$ cat config.mk
export PLATFORM = sky130hd
export DESIGN_NAME = irq_status_hub
export DESIGN_NICKNAME = d
export VERILOG_FILES = /design/src/rtl/irq_hub_pkg.sv /design/src/rtl/irq_reg_decode.sv /design/src/rtl/irq_event_encode.sv /design/src/rtl/irq_status_core.sv /design/src/rtl/irq_signal_out.sv /design/src/rtl/irq_status_hub.sv
export SDC_FILE = /design/constraint.sdc
export NUM_CORES = 1
export LEC_CHECK = 0
export ABC_AREA = 1
export BUFFER_PORTS_ARGS = -buffer_cell sky130_fd_sc_hd__buf_2
export CAP_MARGIN = 20
export CORE_MARGIN = 10
export CORE_UTILIZATION = 50
export CTS_CLUSTER_SIZE = 10
export DETAILED_ROUTE_END_ITERATION = 10
export PLACE_DENSITY = 0.84
export SETUP_SLACK_MARGIN = 0.02
export SLEW_MARGIN = 20
export SYNTH_ARGS = -nofsm -noshare
export SYNTH_HDL_FRONTEND = slang
export SYNTH_SLANG_ARGS = --single-unit
$ cat constraint.sdc
create_clock -name clk -period 2.8 [get_ports clk]
set_input_delay 0.14 -clock clk [delete_from_list [all_inputs] [get_ports clk]]
set_output_delay 0.14 -clock clk [all_outputs]
set_load 0.02 [all_outputs]
$ cat src/rtl/irq_hub_pkg.sv
package irq_hub_pkg;

  // Fixed cause code for each hardware event source index.
  function automatic logic [63:0] evt_code_of(input int idx);
    logic [63:0] code;
    if (idx == 0)      code = 64'h1;
    else if (idx == 1) code = 64'h100;
    else               code = 64'h1 << (idx + 8);
    return code;
  endfunction

endpackage

$ cat src/rtl/irq_reg_decode.sv
module irq_reg_decode #(
  parameter int ADDR_W    = 8,
  parameter int OFF_STAT  = 'h24,
  parameter int OFF_RAISE = 'h60,
  parameter int OFF_ACK   = 'h64
) (
  input  logic              wr,
  input  logic              rd,
  input  logic [ADDR_W-1:0] addr,
  output logic              raise_stb,
  output logic              ack_stb,
  output logic              stat_rd
);
  localparam logic [ADDR_W-1:0] A_STAT  = ADDR_W'(OFF_STAT);
  localparam logic [ADDR_W-1:0] A_RAISE = ADDR_W'(OFF_RAISE);
  localparam logic [ADDR_W-1:0] A_ACK   = ADDR_W'(OFF_ACK);

  always_comb begin
    raise_stb = wr && (addr == A_RAISE);
    ack_stb   = wr && (addr == A_ACK);
    stat_rd   = rd && (addr == A_STAT);
  end
endmodule

$ cat src/rtl/irq_event_encode.sv
module irq_event_encode
  import irq_hub_pkg::*;
#(
  parameter int DATA_W  = 32,
  parameter int NUM_EVT = 2
) (
  input  logic [NUM_EVT-1:0] evt_pulse,
  input  logic [NUM_EVT-1:0] evt_en,
  output logic [DATA_W-1:0]  evt_set
);
  logic [DATA_W-1:0] per_src [NUM_EVT];

  for (genvar i = 0; i < NUM_EVT; i++) begin : g_src
    localparam logic [DATA_W-1:0] CODE = DATA_W'(evt_code_of(i));
    assign per_src[i] = (evt_pulse[i] && evt_en[i]) ? CODE : '0;
  end

  always_comb begin
    evt_set = '0;
    for (int i = 0; i < NUM_EVT; i++) evt_set = evt_set | per_src[i];
  end
endmodule

$ cat src/rtl/irq_status_core.sv
module irq_status_core #(
  parameter int DATA_W = 32
) (
  input  logic              clk,
  input  logic              rst,
  input  logic              raise_stb,
  input  logic              ack_stb,
  input  logic [DATA_W-1:0] wdata,
  input  logic [DATA_W-1:0] evt_set,
  output logic [DATA_W-1:0] status_q,
  output logic [DATA_W-1:0] status_nxt,
  output logic [DATA_W-1:0] new_bits
);
  logic [DATA_W-1:0] set_vec;
  logic [DATA_W-1:0] clr_vec;

  always_comb begin
    set_vec    = (raise_stb ? wdata : '0) | evt_set;
    clr_vec    = ack_stb ? wdata : '0;
    // set dominates clear for the same bit
    status_nxt = (status_q & ~clr_vec) | set_vec;
    new_bits   = set_vec & ~status_q;
  end

  always_ff @(posedge clk) begin
    if (rst) status_q <= '0;
    else     status_q <= status_nxt;
  end
endmodule

$ cat src/rtl/irq_signal_out.sv
module irq_signal_out #(
  parameter int DATA_W = 32
) (
  input  logic              clk,
  input  logic              rst,
  input  logic              level_en,
  input  logic              msg_mode,
  input  logic [DATA_W-1:0] status_nxt,
  input  logic [DATA_W-1:0] new_bits,
  output logic              irq_level,
  output logic              irq_msg_pulse
);
  always_ff @(posedge clk) begin
    if (rst) begin
      irq_level     <= 1'b0;
      irq_msg_pulse <= 1'b0;
    end else begin
      irq_level     <= level_en && (|status_nxt);
      irq_msg_pulse <= msg_mode && (|new_bits);
    end
  end
endmodule

$ cat src/rtl/irq_status_hub.sv
module irq_status_hub #(
  parameter int ADDR_W    = 8,
  parameter int DATA_W    = 32,
  parameter int NUM_EVT   = 2,
  parameter int OFF_STAT  = 'h24,
  parameter int OFF_RAISE = 'h60,
  parameter int OFF_ACK   = 'h64
) (
  input  logic               clk,
  input  logic               rst,
  input  logic               reg_wr,
  input  logic               reg_rd,
  input  logic [ADDR_W-1:0]  reg_addr,
  input  logic [DATA_W-1:0]  reg_wdata,
  output logic [DATA_W-1:0]  reg_rdata,
  input  logic [NUM_EVT-1:0] evt_pulse,
  input  logic [NUM_EVT-1:0] evt_en,
  input  logic               level_en,
  input  logic               msg_mode,
  output logic               irq_level,
  output logic               irq_msg_pulse
);
  logic              raise_stb;
  logic              ack_stb;
  logic              stat_rd;
  logic [DATA_W-1:0] evt_set;
  logic [DATA_W-1:0] status_q;
  logic [DATA_W-1:0] status_nxt;
  logic [DATA_W-1:0] new_bits;

  irq_reg_decode #(
    .ADDR_W(ADDR_W), .OFF_STAT(OFF_STAT),
    .OFF_RAISE(OFF_RAISE), .OFF_ACK(OFF_ACK)
  ) u_dec (
    .wr(reg_wr), .rd(reg_rd), .addr(reg_addr),
    .raise_stb(raise_stb), .ack_stb(ack_stb), .stat_rd(stat_rd)
  );

  irq_event_encode #(.DATA_W(DATA_W), .NUM_EVT(NUM_EVT)) u_evt (
    .evt_pulse(evt_pulse), .evt_en(evt_en), .evt_set(evt_set)
  );

  irq_status_core #(.DATA_W(DATA_W)) u_core (
    .clk(clk), .rst(rst),
    .raise_stb(raise_stb), .ack_stb(ack_stb), .wdata(reg_wdata),
    .evt_set(evt_set),
    .status_q(status_q), .status_nxt(status_nxt), .new_bits(new_bits)
  );

  irq_signal_out #(.DATA_W(DATA_W)) u_out (
    .clk(clk), .rst(rst),
    .level_en(level_en), .msg_mode(msg_mode),
    .status_nxt(status_nxt), .new_bits(new_bits),
    .irq_level(irq_level), .irq_msg_pulse(irq_msg_pulse)
  );

  always_ff @(posedge clk) begin
    if (rst)          reg_rdata <= '0;
    else if (stat_rd) reg_rdata <= status_q;
    else              reg_rdata <= '0;
  end
endmodule

# [Yosys cells after proc, flatten, opt, wreduce, memory -nomap -nowiden]
# Index checks and enable logic that the tools add are counted.
[op_classes] reduce_logical=10 bitwise=8 div=0 add_sub_neg=0 order_cmp=0 mul=0 n_eq_ne=3 n_mux=4 shifts=0
[ops] operator="$or A32 B32 Y32" n=3
[ops] operator="$and A32 B32 Y32" n=2
[ops] operator="$mux W32" n=2
[ops] operator="$not A32 Y32" n=2
[ops] operator="$reduce_or A32 Y1" n=2
[ops] operator="$eq A8 B7 Y1 const B" n=2
[ops] operator="$mux W9" n=1
[ops] operator="$eq A8 B6 Y1 const B" n=1
[ops] operator="$logic_and A1 B1 Y1" n=7
[ops] operator="$reduce_or A2 Y1" n=1
[ops] operator="$mux W1" n=1
[ops] operator="$not A1 Y1" n=1
[word_totals] wordCells=29 latch_bits=0 rom_bits=0 reg_bits=66 mem_bits_rw=0 n_memories=0 input_bits=50

# [Depth between registers and ports, before layout]
# Gate-level depths: netlist of run 1.
[logic_depth] word_depth=8 ltp_mapped=14 mapped_depth_nobuf=14

# [By module]
# A second synthesis of run 1 with hierarchy kept.
[hier_totals] hier_cells=454 hier_area_um2=3185.6
[by_module_without_submodules] module="irq_status_core" cells_each=233 instances=1 area_per_inst_um2=1579.0
[by_module_without_submodules] module="irq_status_hub" cells_each=101 instances=1 area_per_inst_um2=999.7
[by_module_without_submodules] module="irq_signal_out" cells_each=69 instances=1 area_per_inst_um2=291.5
[by_module_without_submodules] module="irq_event_encode" cells_each=35 instances=1 area_per_inst_um2=244.0
[by_module_without_submodules] module="irq_reg_decode" cells_each=16 instances=1 area_per_inst_um2=71.3

# [Least setup slack after synthesis of run 1]
# OpenSTA, ideal clock, no wires.
[synth_timing] kind="input -> register" start="input reg_addr[5]" end="register u_out.irq_level" setup_ns=0.111 t_required_ns=2.689 t_arrival_ns=1.234 slack_ns=1.454 n_path_buf=1 stages=14 path_cell_list="inv_1 > nor2_4 > nand2_4 > nor2_4 > buf_8 > nand2_2 > nand2_2 > nand2_1 > nor2_1 > nand2_1 > nor2_1 > nand2_1 > nor2_1 > nor2_1"
[synth_via] elab_chain_cells=8 elab_cells_between_ends=12 cone_classes="eq/ne: 2; mux: 2; bitwise: 4; reduce/logical: 4"
[synth_lines] element="start: declaration" line="irq_status_hub.sv:13" text="input logic [ADDR_W-1:0] reg_addr,"
[synth_lines] element="$eq A8 B7 Y1" line="irq_reg_decode.sv:20" text="ack_stb = wr && (addr == A_ACK);"
[synth_lines] element="$logic_and A1 B1 Y1" line="irq_reg_decode.sv:20"
[synth_lines] element="$mux W32" line="irq_status_core.sv:19" text="clr_vec = ack_stb ? wdata : '0;"
[synth_lines] element="$not A32 Y32" line="irq_status_core.sv:21" text="status_nxt = (status_q & ~clr_vec) | set_vec;"
[synth_lines] element="$and A32 B32 Y32" line="irq_status_core.sv:21"
[synth_lines] element="$or A32 B32 Y32 (*)" line="irq_status_core.sv:21"
[synth_lines] element="$reduce_or A32 Y1 (*)" line="irq_signal_out.sv:18" text="irq_level <= level_en && (|status_nxt);"
[synth_lines] element="$logic_and A1 B1 Y1 (*)" line="irq_signal_out.sv:18"
[synth_lines] element="end signal: assignment" line="irq_signal_out.sv:18"
[synth_lines] element="end: declaration" line="irq_signal_out.sv:10" text="output logic irq_level,"
# Every way passes the cells marked *; elsewhere a longest branch is shown, timed or not.
# A chain may end at the register's enable or synchronous reset.

# [Worst setup path after layout of run 1]
[layout_timing] start="input reg_addr[4]" end="register u_out.irq_level"
# Same word-level chain as after synthesis.

==> flow_metrics.env, run 1 <==
export IMPL_max_cap_viol_count=0
export IMPL_placed_area_um2=3366
export IMPL_fillers=490
export IMPL_cp_max_fo=17
export IMPL_coreArea_um2=5574
export IMPL_ys_types=22
export IMPL_areaGrowthSynthToFinish_pct=22.55
export IMPL_viasPerCell=4.915
export IMPL_whs_ns=0.03913
export IMPL_wire_per_inst_um=13.05
export IMPL_yosysWarnings=0
export IMPL_clock_path_buffers=2
export IMPL_routed_wl_um=7711
export IMPL_required_ns=3.04
export IMPL_p_total_uw=1869
export IMPL_finClkSkew_ns=0.004960
export IMPL_tightest_slew_ns=0.4743
export IMPL_overflow=0
export IMPL_finalCritPeriodShare_pct=60.43
export IMPL_cp_data_arrival_time_ns=1.93
export IMPL_yosysSeqAreaShare_pct=45.36
export IMPL_avgSynthCellArea_um2=6.743
export IMPL_hp_class="in2reg"
export IMPL_port_buffers=83
export IMPL_r2r_cells=7
export IMPL_drive_gt1_share_pct=23.89
export IMPL_setup_viol=0
export IMPL_grt_usage_pct=17.25
export IMPL_final_antenna_net_count=0
export IMPL_drt_iter0_markers=251
export IMPL_clock_latency_ns=0.34
export IMPL_reg2reg_from="u_core.status_q[1]"
export IMPL_cts_buffers_inserted=9
export IMPL_cts_hold_buffers_added=0
export IMPL_slew_headroom_pct=68.30
export IMPL_clkTransAtPathRegs_ns=0.07
export IMPL_worst_ir_drop_vdd_uv=340.0
export IMPL_syn_inst=432
export IMPL_dp_hpwl_um=5671
export IMPL_holdCritStartpoint="msg_mode"
export IMPL_vias=2905
export IMPL_die_h_um=96.33
export IMPL_antenna_found_initial=0
export IMPL_drv_slew=0
export IMPL_status="finished clean"
export IMPL_cts_repair_resized=0
export IMPL_hold_path_end="u_out.irq_msg_pulse"
export IMPL_die_width_um=96.33
export IMPL_start_util_pct=52.26
export IMPL_clockRootBuffer="clkbuf_8"
export IMPL_drt_first_pass_iters=4
export IMPL_syn_area_um2=2913
export IMPL_power_density_nw_per_um2=523.7
export IMPL_tns_ns=0
export IMPL_most_common_layout_cells="nand2_1, buf_2, nor2_1, dfxtp_1, inv_1"
export IMPL_rsz0062_at_grt="false"
export IMPL_cts_htree_levels=3
export IMPL_post_cts_setup_buffer_count=0
export IMPL_rrSetupSlack_ns=1.69
export IMPL_min_path_cells=3
export IMPL_total_leakage_power_uw=0.001759
export IMPL_gp_congestion=0.8625
export IMPL_die_area_um2=9279
export IMPL_grt_pass1_vias=2785
export IMPL_grt_pass1_wl_um=12630
export IMPL_boundaryPins=84
export IMPL_row_count=27
export IMPL_end_kind="flip-flop"
export IMPL_antennaDiodeCount=0
export IMPL_drc=0
export IMPL_syn_nets=482
export IMPL_final_min_clock_period_ns=1.692
export IMPL_fin_nets=565
export IMPL_max_freq_mhz=591.0
export IMPL_grt_start_max_net_pins=34
export IMPL_hold_viol=0
export IMPL_cts_tree="yes"
export IMPL_r2r_end="u_out.irq_msg_pulse"
export IMPL_worstSetupPathType="in2reg"
export IMPL_final_common_cell="nand2_1"
export IMPL_fin_area_um2=3570
export IMPL_synth_seq_cells=66
export IMPL_cts_sinks=66
export IMPL_startpoint_type="primary input"
==> per-layer routing <==
layer	vias to the layer above	GRT usage [%]	wire, um
met5	-	0	0
met2	101	27.63	3574
li1	1490	-	-
met1	1299	20.01	3161
met4	0	7.869	181
met3	15	6.615	794
==> layout make-up <==
cell class	count	area [um2]	share of cell area, %
multi-input cells	308	1344	37.64
flip-flops and latches	66	1321	37.01
repair buffers	88	452.9	12.69
clock buffers	13	168.9	4.732
inverters	42	157.7	4.416
well taps	72	90.09	2.524
clock inverters	2	35.03	0.9814
==> flip-flops by register name (all words and copies together) (netlist names) <==
signal               flops
reg_rdata               32
u_core.status_q         32
u_out.irq_level          1
u_out.irq_msg_pulse      1
==> synth_stat cells, drive strengths merged <==
library cell | instances | area, um2
a21oi | 33 | 165.2
buf | 9 | 76.32
clkbuf | 7 | 26.28
dfxtp | 66 | 1321
inv | 42 | 157.6
nand2 | 163 | 649.4
nand3 | 36 | 185.2
nand4 | 1 | 6.260
nor2 | 71 | 291.5
nor3 | 1 | 10.01
nor3b | 1 | 12.51
nor4 | 1 | 6.260
o21ai | 1 | 5.000
==> worst max-delay path by stage <==
stage                      startpoint         endpoint  slack, ns
after floorplan           reg_addr[5]  u_out.irq_level       1.45
after detailed placement  reg_addr[4]  u_out.irq_level       0.77
final                     reg_addr[4]  u_out.irq_level       1.11
after global placement    reg_addr[1]  u_out.irq_level       0.82
after CTS                 reg_addr[4]  u_out.irq_level       1.10
after global routing      reg_addr[1]  u_out.irq_level       0.83
==> per-stage QoR <==
step / setup slack (ns) / cells / util (%)
floorplan: 1.454 / 432 / -
global placement: 0.8200 / 576 / 60.38
detailed placement: 0.7729 / 576 / 60.38
CTS: 1.100 / 591 / 64.04
global route: 0.8344 / 591 / 64.04
finish: 1.108 / 591 / 64.04
==> cells by family (layout without fill, tap and decap cells) <==
| kind of cell | Yosys count | in the layout | share of synthesized area, % |
|---|---|---|---|
| simple gates | 274 | 274 | 39.86 |
| flops | 66 | 66 | 45.36 |
| buf+inv | 58 | 145 | 8.935 |
| compound gates | 34 | 34 | 5.842 |
==> power breakdown <==
part           leakage [uW]  total [uW]  internal [uW]  switching (uW)
clock              0.000106         823            478             344
combinational       0.00112         102           39.6            62.4
sequential         0.000532         944            943            1.71
==> critical path, stage by stage <==
cell	delay, ns
buf_2	0.11
nor2_4	0.14
nand2_4	0.11
nor2_4	0.41
buf_4	0.33
nand2_1	0.09
nand2_1	0.08
nand2_1	0.05
nor2_1	0.14
nand2_1	0.07
nor2_1	0.08
nand2_1	0.05
nor2_1	0.08
nor2_1	0.04
No activity file was read; power rests on OpenSTA's default activity.
==> inputs of run 2 (changes only) <==
--- a/config.mk
+++ b/config.mk
@@ -5,14 +5,14 @@
 export SDC_FILE = /design/constraint.sdc
 export NUM_CORES = 1
 export LEC_CHECK = 0
-export ABC_AREA = 1
+export ABC_AREA = 0
 export BUFFER_PORTS_ARGS = -buffer_cell sky130_fd_sc_hd__buf_2
 export CAP_MARGIN = 20
 export CORE_MARGIN = 10
-export CORE_UTILIZATION = 50
+export CORE_UTILIZATION = 47
 export CTS_CLUSTER_SIZE = 10
 export DETAILED_ROUTE_END_ITERATION = 10
-export PLACE_DENSITY = 0.84
+export PLACE_DENSITY = 0.83
 export SETUP_SLACK_MARGIN = 0.02
 export SLEW_MARGIN = 20
 export SYNTH_ARGS = -nofsm -noshare
==> constraint.sdc (replaced) <==
create_clock -name clk -period 1.5 [get_ports clk]
set_input_delay 0.075 -clock clk [delete_from_list [all_inputs] [get_ports clk]]
set_output_delay 0.075 -clock clk [all_outputs]
set_load 0.02 [all_outputs]
==> flow_metrics.env, run 2 <==
export IMPL_status="finished, violations left"
export IMPL_violations="negative setup slack"
export IMPL_final_common_cell="buf_4"
export IMPL_finalCritPeriodShare_pct=123.7
export IMPL_grt_usage_pct=22.67
export IMPL_required_ns=1.71
export IMPL_fin_nets=596
export IMPL_synthFlopType="dfxtp_1"
export IMPL_fin_ws_ns=-0.3551
export IMPL_finClkSkew_ns=0.007141
export IMPL_power_density_nw_per_um2=754.5
export IMPL_cts_buffers_inserted=9
export IMPL_drv_slew=0
export IMPL_yosysSeqAreaShare_pct=44.90
export IMPL_worst_ir_drop_vdd_uv=651.9
export IMPL_synth_seq_cells=66
export IMPL_synthTopCellsByArea="dfxtp_1, nor2_1, and2_1, a21oi_1, nand2_1"
export IMPL_start_util_pct=49.12
export IMPL_hold_viol=0
export IMPL_grt_start_max_net_pins=34
export IMPL_dp_cells=601
export IMPL_end_kind="flip-flop"
export IMPL_clock_latency_ns=0.35
export IMPL_die_h_um=99.13
export IMPL_die_width_um=99.13
export IMPL_dp_hpwl_um=8701
export IMPL_cts_sinks=66
export IMPL_p_sw_share_pct=27.03
export IMPL_grt_pass1_wl_um=17950
export IMPL_row_count=28
export IMPL_slew_headroom_pct=73.48
export IMPL_worstSetupPathType="in2reg"
export IMPL_ys_top_cells_by_count="dfxtp_1, nor2_1, nand2_1"
export IMPL_rsz0062_at_grt="true"
export IMPL_avgSynthCellArea_um2=7.869
export IMPL_worstPathBufferInverterCount=2
export IMPL_cpPeakStageDelay_ns=0.55
export IMPL_fillers=461
export IMPL_drc=0
export IMPL_clock_path_buffers=2
export IMPL_clkTransAtPathRegs_ns=0.07
export IMPL_port_buffers=83
export IMPL_tightest_slew_ns=0.3878
export IMPL_cts_htree_levels=3
export IMPL_gp_congestion=0.9715
export IMPL_antenna_found_initial=0
export IMPL_yosysTopAreaCell="dfxtp_1"
export IMPL_p_int_uw=2523
export IMPL_coreArea_um2=5991
export IMPL_yosys_area_top_type_share_pct=44.90
export IMPL_cp_slowest_cell="or4b_4"
export IMPL_path_cells="buf_2 -> or4b_4 -> nor4_4 -> buf_6 -> nand2_1 -> a2111o_1 -> a2111oi_4 -> a41oi_1"
export IMPL_setup_viol=2
export IMPL_total_leakage_power_uw=0.002071
export IMPL_clkPwrFrac_pct=38.2
export IMPL_reg_top3="reg_rdata: 32 flops, u_core.status_q: 32 flops"
export IMPL_rrSetupSlack_ns=-0.16
export IMPL_antennaDiodeCount=0
export IMPL_drt_first_pass_iters=5
export IMPL_syn_area_um2=2943
export IMPL_final_antenna_net_count=0
export IMPL_cp_data_arrival_time_ns=2.07
export IMPL_final_cells=626
export IMPL_async_flop_share_pct=0
export IMPL_startpoint_type="primary input"
export IMPL_yosysWarnings=0
export IMPL_max_cap_viol_count=0
export IMPL_seqPwrFrac_pct=51.0
export IMPL_drt_iter0_markers=282
export IMPL_clockRootBuffer="clkbuf_8"
export IMPL_vias=3525
export IMPL_cts_tree="yes"
export IMPL_hp_class="in2reg"
export IMPL_cp_max_fo=9
export IMPL_routed_wl_um=11800
export IMPL_areaGrowthSynthToFinish_pct=55.70
export IMPL_wire_per_inst_um=18.84
export IMPL_fin_util_pct=76.48
export IMPL_synth_edff_count=0
export IMPL_overflow=0
export IMPL_die_area_um2=9827
export IMPL_detailedPlace_worstSlack_ns=-0.6285
export IMPL_grt_pass1_vias=3525
export IMPL_final_min_clock_period_ns=1.855
export IMPL_max_freq_mhz=539.1
export IMPL_drive_gt1_share_pct=45.74
export IMPL_cp_top_family="compound AO/OA/AOI/OAI gates"
export IMPL_comb_power_share_pct=10.9
export IMPL_viasPerCell=5.631
export IMPL_ys_types=35
export IMPL_p_switching_uw=934.3
export IMPL_syn_inst=374
export IMPL_syn_nets=424
export IMPL_boundaryPins=84
export IMPL_most_common_layout_cells="buf_4, buf_2, dfxtp_1, nor2_1, and2_1"
==> run 2: cell count changes in the layout (fill, tap and decap cells not counted), moves of 13 or more <==
| cell | change |
|---|---|
| nand2_1 | -124 |
| a21oi_2 | +15 |
| nand3_1 | -34 |
| buf_4 | +80 |
| a21oi_1 | -15 |
| nand4_1 | +13 |
| and2_1 | +29 |
| inv_1 | -21 |
==> run 2: worst paths after layout <==
kind | cells after the start | start | endpoint
max | 8 | reg_addr[3] | u_out.irq_level
min | 3 | evt_en[0] | u_core.status_q[0]
max reg2reg | 7 | u_core.status_q[4] | u_out.irq_level
min reg2reg | 1 | u_core.status_q[0] | reg_rdata[0]
==> run 2: power groups by stage <==
stage,sequential [uW],clock (uW),combinational [uW]
after detailed placement,1800,0,324
final,1760,1320,376
after floorplan,1810,0,102
after CTS,1760,1330,352
after global routing,1760,1400,399
after global placement,1800,0,321
==> run 2: timing repair <==
action                                 4_1_cts  5_1_grt
cloned                                       1        1
buffers inserted                             1        2
pin swaps                                    2       16
hold buffers                                 4        0
resized for setup                           20       55
endpoints found under the hold margin        3        0
setup endpoints to repair                   18       30
==> run 2: worst reg2reg max path, stage by stage (launching register included) <==
cell and delay, ns:
dfxtp_2 0.34, buf_4 0.15, nor4_4 0.23, nand4_1 0.13, nor3_1 0.20, nor2_1 0.10
a2111oi_4 0.23, a41oi_1 0.16
==> run 2: metrics by stage <==
step	hold slack (ns)	power, uW	setup TNS (ns)	cell area, um2
2_1_floorplan	0.2019	1909	-5.657	2959
3_3_place_gp	0.3260	2124	-13.19	4053
4_1_cts	0.005892	3447	-0.5403	4379
6_report	0.01892	3457	-0.5125	4582
3_5_place_dp	0.3291	2127	-16.29	4053
5_1_grt	0.05826	3565	-0.8287	4582
==> run 2: layout make-up <==
class	count	area, um2	share of cell area, %
clock buffers	10	127.6	2.785
clock inverters	6	43.79	0.9558
inverters	19	71.32	1.557
multi-input cells	272	1738	37.93
flip-flops and latches	66	1334	29.11
well taps	75	93.84	2.048
repair buffers	178	1174	25.61
==> run 2: metal layers <==
layer	GRT usage (%)	vias to the layer above	routed length [um]
li1	-	1650	-
met1	26.96	1666	4745
met2	37.88	177	5742
met3	6.021	32	1012
met4	9.151	0	296
met5	0	-	0
==> run 2: kinds of logic (layout without fill, tap and decap cells) <==
kind of cell	after synthesis	after routing	synth area share [%]
compound gates	80	80	17.64
buf+inv	36	213	4.634
flops	66	66	44.90
simple gates	192	192	32.82
